File: src/rtl/bus_unstick_pkg.sv
package bus_unstick_pkg;

  typedef enum logic [2:0] {
    ST_IDLE,
    ST_WAIT_SCL,
    ST_HOLD_LOW,
    ST_PULSE_LOW,
    ST_PULSE_HIGH,
    ST_STOP_LOW,
    ST_STOP_HIGH
  } rec_state_t;

  typedef struct packed {
    logic ok;
    logic scl_stuck;
    logic sda_stuck;
  } outcome_t;

  // true when index idx is the last of limit items (counted from 0)
  function automatic logic at_last(input int unsigned idx, input int unsigned limit);
    return (idx + 1) >= limit;
  endfunction

  // true when a step counter has reached the end of a step of len clocks
  function automatic logic step_wrap(input int unsigned cnt, input int unsigned len);
    return (cnt + 1) >= len;
  endfunction

  // result flags derived from the final line levels
  function automatic outcome_t judge(input logic scl, input logic sda);
    outcome_t r;
    r.ok        = scl && sda;
    r.scl_stuck = !scl;
    r.sda_stuck = !sda;
    return r;
  endfunction

endpackage

File: src/rtl/unstick_sync.sv
module unstick_sync #(
  parameter int LINES  = 2,
  parameter int STAGES = 2
) (
  input  logic             clk,
  input  logic             rst_n,
  input  logic [LINES-1:0] d,
  output logic [LINES-1:0] q
);

  for (genvar g = 0; g < LINES; g++) begin : g_line
    logic [STAGES-1:0] shift_q;
    always_ff @(posedge clk or negedge rst_n) begin
      if (!rst_n) shift_q <= '1;
      else        shift_q <= {shift_q[STAGES-2:0], d[g]};
    end
    assign q[g] = shift_q[STAGES-1];
  end

endmodule

File: src/rtl/unstick_timer.sv
module unstick_timer
  import bus_unstick_pkg::*;
#(
  parameter int STEP_CLKS = 500
) (
  input  logic clk,
  input  logic rst_n,
  input  logic run,
  output logic tick
);

  localparam int CW = (STEP_CLKS > 1) ? $clog2(STEP_CLKS) : 1;

  logic [CW-1:0] cnt_q;

  assign tick = run && step_wrap(32'(cnt_q), STEP_CLKS);

  always_ff @(posedge clk or negedge rst_n) begin
    if (!rst_n)              cnt_q <= '0;
    else if (!run || tick)   cnt_q <= '0;
    else                     cnt_q <= cnt_q + 1'b1;
  end

endmodule

File: src/rtl/unstick_ctrl.sv
module unstick_ctrl
  import bus_unstick_pkg::*;
#(
  parameter int SCL_POLLS = 10,
  parameter int ATTEMPTS  = 3,
  parameter int PULSES    = 9,
  localparam int NW = $clog2(PULSES + 1)
) (
  input  logic          clk,
  input  logic          rst_n,
  input  logic          recover,
  input  logic          tick,
  input  logic          scl_s,
  input  logic          sda_s,
  output logic          scl_oe,
  output logic          sda_oe,
  output logic          busy,
  output logic          launch,
  output logic          done,
  output logic          ok,
  output logic          scl_stuck,
  output logic          sda_stuck,
  output logic [NW-1:0] pulse_idx
);

  localparam int PW = $clog2(SCL_POLLS + 1);
  localparam int AW = $clog2(ATTEMPTS + 1);

  rec_state_t    st_q;
  logic [PW-1:0] poll_q;
  logic [NW-1:0] pulse_q;
  logic [AW-1:0] att_q;
  logic          done_q;
  outcome_t      res_q;

  assign busy      = (st_q != ST_IDLE);
  assign launch    = !busy && recover;
  assign scl_oe    = (st_q == ST_HOLD_LOW) || (st_q == ST_PULSE_LOW);
  assign sda_oe    = (st_q == ST_STOP_LOW);
  assign done      = done_q;
  assign ok        = res_q.ok;
  assign scl_stuck = res_q.scl_stuck;
  assign sda_stuck = res_q.sda_stuck;
  assign pulse_idx = pulse_q;

  always_ff @(posedge clk or negedge rst_n) begin
    if (!rst_n) begin
      st_q    <= ST_IDLE;
      poll_q  <= '0;
      pulse_q <= '0;
      att_q   <= '0;
      done_q  <= 1'b0;
      res_q   <= '0;
    end else begin
      done_q <= 1'b0;
      if (launch) begin
        st_q   <= ST_WAIT_SCL;
        poll_q <= '0;
        res_q  <= '0;
      end else if (tick) begin
        unique case (st_q)
          ST_WAIT_SCL: begin
            if (scl_s) begin
              if (sda_s) begin
                st_q   <= ST_IDLE;
                done_q <= 1'b1;
                res_q  <= judge(1'b1, 1'b1);
              end else begin
                st_q  <= ST_HOLD_LOW;
                att_q <= '0;
              end
            end else if (at_last(32'(poll_q), SCL_POLLS)) begin
              st_q   <= ST_IDLE;
              done_q <= 1'b1;
              res_q  <= '{ok: 1'b0, scl_stuck: 1'b1, sda_stuck: 1'b0};
            end else begin
              poll_q <= poll_q + 1'b1;
            end
          end
          ST_HOLD_LOW: begin
            pulse_q <= '0;
            st_q    <= sda_s ? ST_STOP_LOW : ST_PULSE_LOW;
          end
          ST_PULSE_LOW: st_q <= ST_PULSE_HIGH;
          ST_PULSE_HIGH: begin
            pulse_q <= pulse_q + 1'b1;
            if (sda_s || at_last(32'(pulse_q), PULSES)) st_q <= ST_STOP_LOW;
            else                                        st_q <= ST_PULSE_LOW;
          end
          ST_STOP_LOW: st_q <= ST_STOP_HIGH;
          ST_STOP_HIGH: begin
            if ((scl_s && sda_s) || at_last(32'(att_q), ATTEMPTS)) begin
              st_q   <= ST_IDLE;
              done_q <= 1'b1;
              res_q  <= judge(scl_s, sda_s);
            end else begin
              att_q <= att_q + 1'b1;
              st_q  <= ST_HOLD_LOW;
            end
          end
          default: st_q <= ST_IDLE;
        endcase
      end
    end
  end

endmodule

File: src/rtl/bus_unstick.sv
module bus_unstick #(
  parameter int STEP_CLKS = 500,
  parameter int SCL_POLLS = 10,
  parameter int ATTEMPTS  = 3,
  parameter int PULSES    = 9
) (
  input  logic clk,
  input  logic rst_n,
  input  logic recover_i,
  input  logic scl_i,
  input  logic sda_i,
  output logic scl_oe_o,
  output logic sda_oe_o,
  output logic busy_o,
  output logic done_o,
  output logic ok_o,
  output logic scl_stuck_o,
  output logic sda_stuck_o
);

  localparam int NW = $clog2(PULSES + 1);

  logic [1:0]    line_s;
  logic          step_tick;
  logic          launch;
  logic [NW-1:0] pulse_idx;

  unstick_sync #(.LINES(2), .STAGES(2)) u_sync (
    .clk  (clk),
    .rst_n(rst_n),
    .d    ({sda_i, scl_i}),
    .q    (line_s)
  );

  unstick_timer #(.STEP_CLKS(STEP_CLKS)) u_timer (
    .clk  (clk),
    .rst_n(rst_n),
    .run  (busy_o),
    .tick (step_tick)
  );

  unstick_ctrl #(
    .SCL_POLLS(SCL_POLLS),
    .ATTEMPTS (ATTEMPTS),
    .PULSES   (PULSES)
  ) u_ctrl (
    .clk      (clk),
    .rst_n    (rst_n),
    .recover  (recover_i),
    .tick     (step_tick),
    .scl_s    (line_s[0]),
    .sda_s    (line_s[1]),
    .scl_oe   (scl_oe_o),
    .sda_oe   (sda_oe_o),
    .busy     (busy_o),
    .launch   (launch),
    .done     (done_o),
    .ok       (ok_o),
    .scl_stuck(scl_stuck_o),
    .sda_stuck(sda_stuck_o),
    .pulse_idx(pulse_idx)
  );

endmodule

File: config.mk
export PLATFORM = sky130hd
export DESIGN_NAME = bus_unstick
export DESIGN_NICKNAME = d
export VERILOG_FILES = /design/src/rtl/bus_unstick_pkg.sv /design/src/rtl/unstick_sync.sv /design/src/rtl/unstick_timer.sv /design/src/rtl/unstick_ctrl.sv /design/src/rtl/bus_unstick.sv
export SDC_FILE = /design/constraint.sdc
export NUM_CORES = 1
export LEC_CHECK = 0
export BUFFER_PORTS_ARGS = -buffer_cell sky130_fd_sc_hd__clkbuf_2
export CORE_ASPECT_RATIO = 0.6
export CORE_MARGIN = 2
export CORE_UTILIZATION = 25
export CTS_CLUSTER_DIAMETER = 40
export DETAILED_ROUTE_END_ITERATION = 12
export GPL_ROUTABILITY_DRIVEN = 0
export PLACE_DENSITY = 0.47
export SYNTH_ARGS = -nofsm -noshare
export SYNTH_HDL_FRONTEND = slang
export SYNTH_SLANG_ARGS = --single-unit
File: constraint.sdc
create_clock -name clk -period 3.09 [get_ports clk]
set_input_delay 0.309 -clock clk [delete_from_list [all_inputs] [get_ports clk]]
set_output_delay 0.309 -clock clk [all_outputs]
set_load 0.03 [all_outputs]
==> impl_metrics.json <==
{
  "avgRoutedWirePerCell_um": 13.7,
  "dieArea_sq_mm": 0.00788,
  "drc": 0,
  "synth_cells": 198,
  "cts_root_buf": "clkbuf_16",
  "hold_ws_ns": 0.107,
  "clockBufferDepth": 2,
  "clk_latency_ns": 0.28,
  "area_growth_syn_to_layout_pct": 17.0,
  "synth_flop_cell": "dfrtp_1",
  "period_minus_slack_ns": 2.80,
  "yosysSeqAreaShare": 0.422,
  "critPathMaxFanout": 15,
  "timing.final.crit_share": 0.908,
  "synth_cell_type_count": 43,
  "ant_nets": 0,
  "maxSlewViolCount": 0,
  "grt.overflow.total": 0,
  "cts.sink_count": 30,
  "clock.fmax_mhz": 357,
  "cts_tree": "yes",
  "vdd_drop_max_mv": 0.173,
  "ctsResizeCount": 0,
  "startpoint": "u_timer.cnt_q[0]",
  "syn_area_per_cell_sq_um": 9.05,
  "die_h_um": 69.6,
  "hold_violations": 0,
  "synth_common_cells": "26 x dfrtp_1, 20 x nor2_1, 16 x nand2_1",
  "track_usage": 0.112,
  "synth_area_leaders": "dfrtp_1 36%, dfstp_2 5.9%, ha_1 5.6%, nor2_1 4.2%, nand2_1 3.4%",
  "n_fill_cell": 722,
  "final_util": 0.309,
  "cp.required_ns": 3.30,
  "slew-limit-headroom": 0.466,
  "grt_pass1_vias": 1314,
  "synth_top_area_frac": 0.363,
  "grt_start_max_net_pins": 31,
  "finalSetupViolations": 0,
  "maxCapViolations": 0,
  "io_pins": 12,
  "routed-via-count": 1424,
  "numCtsBuffers": 5,
  "p_leak_nw": 0.912,
  "min_path_type": "in -> async",
  "synth_most_common_cell": "dfrtp_1",
  "numPortBuffers": 11,
  "rows": 23,
  "syn-num-nets": 211,
  "finalNetCount": 220,
  "fp.dieW_um": 113,
  "arrival_ns": 3.01,
  "drt_wl_total_mm": 4.03,
  "rsz0062_at_grt": "false",
  "cts_setup_buffers": 0,
  "grt_pass1_wl_mm": 6.80,
  "dp_hpwl_mm": 2.87,
  "antenna_cells": 0,
  "fin_skew_ns": 0.00229,
  "status": "finished clean",
  "placeableCoreArea_sq_mm": 0.00679,
  "antenna_found_initial": 0,
  "worstReg2RegStart": "u_timer.cnt_q[0]",
  "register_area_sq_um": 756,
  "viasPerCell": 4.83,
  "drive_above_1_share": 0.154,
  "drt_iter0_drc": 90,
  "ys_warn_count": 0,
  "max_slew.worst_pin.slew_ns": 0.801,
  "synth_edf_count": 0,
  "critPathCaptureType": "register",
  "setup_tns_ns": 0,
  "firstDrtPassIters": 4,
  "yosysTopAreaCell": "dfrtp_1",
  "synth-seq-cells": 30,
  "p_per_area_mw_per_mm2": 470,
  "multi_input_area_sq_um": 951,
  "ys_async_sr_fraction": 1.00,
  "crit_path_start_kind": "register",
  "holdBufCountCts": 0,
  "clk_pin_slew_ns": 0.05,
  "initial_core_util": 0.264,
  "htreeDepth": 2,
  "syn_area_sq_mm": 0.00179,
  "path_class": "reg -> reg"
}
==> kinds of logic after synthesis <==
logic type               share of synthesized area
adder cells (fa/ha/maj)                     0.0559
flip-flops                                   0.422
AO/OA/AOI/OAI                                0.182
XOR/XNOR                                    0.0391
AND/OR/NAND/NOR                              0.223
buffers and inverters                       0.0475
multiplexers                                0.0314
==> stage by stage <==
stage	power, mW	instances	cell area (sq um)	setup slack (ns)
2_1_floorplan	0.414	198	1790	0.664
3_3_place_gp	0.429	287	1930	0.344
3_5_place_dp	0.429	287	1930	0.281
4_1_cts	1.01	295	2100	0.265
5_1_grt	1.03	295	2100	0.0784
6_report	0.985	295	2100	0.286
==> final timing paths <==
kind | endpoint | slack, ns | cells past startpoint
worst max-delay path | u_ctrl.poll_q[2] | 0.29 | 7
worst min-delay path | u_timer.cnt_q[8] | 0.11 | 1
worst max register to register | u_ctrl.poll_q[2] | 0.29 | 7
worst min register to register | u_sync.g_line[1].shift_q[1] | 0.35 | 0
max in group asynchronous | u_timer.cnt_q[1] | 2.48 | 1
min in group clk | u_sync.g_line[0].shift_q[0] | 0.11 | 1
==> routing by layer <==
layer  track usage  up-vias  wire length [um]
met4        0.0366        0                52
li1              -      728                 -
met2         0.124       31              1410
met5             0        -                 0
met1         0.184      658              2340
met3        0.0420        7               227
==> placed cells by master (no fill, tap or decap), types with 3 or more instances in the layout <==
master,netlist,routed
clkbuf_16,0,5
a21oi_1,6,6
o31ai_1,7,7
mux2_2,5,5
nor3_1,7,7
o21ai_0,8,8
dfstp_2,4,4
nand4_1,5,5
xnor2_1,6,6
nor3b_1,3,3
nor2_1,20,20
nand2_1,16,16
dfrtp_1,26,26
nor2b_1,7,7
clkbuf_2,0,11
ha_1,8,8
o21a_1,3,3
inv_1,11,11
nand3_1,11,11
a21o_1,3,3
==> sequential cells by signal (all words and copies together), names as in the netlist, 2 cells and up <==
name,count
u_sync.g_line.shift_q,4
u_ctrl.pulse_idx,4
u_ctrl.poll_q,4
u_timer.cnt_q,9
u_ctrl.st_q,3
u_ctrl.att_q,2
==> power breakdown <==
group / internal, mW / switching [mW]
clock network: 0.379 / 0.185
logic: 0.00586 / 0.0145
registers: 0.398 / 0.00249
==> cell type report <==
type                    instances  area share
clock buffers                   5      0.0597
clock inverters                 3      0.0215
inverters                      11      0.0197
multi-input cells             146       0.453
flip-flops and latches         30       0.360
well taps                      87      0.0519
repair buffers                 13      0.0334
==> critical path, stage by stage, from the launching register on <==
cell      delay [ns]
dfrtp_1         0.47
ha_1            0.31
a21boi_2        0.23
or4b_1          0.44
a32o_1          0.23
o21a_1          0.37
or4_1           0.53
a21oi_1         0.14
Power figures use the tool's default switching activity.
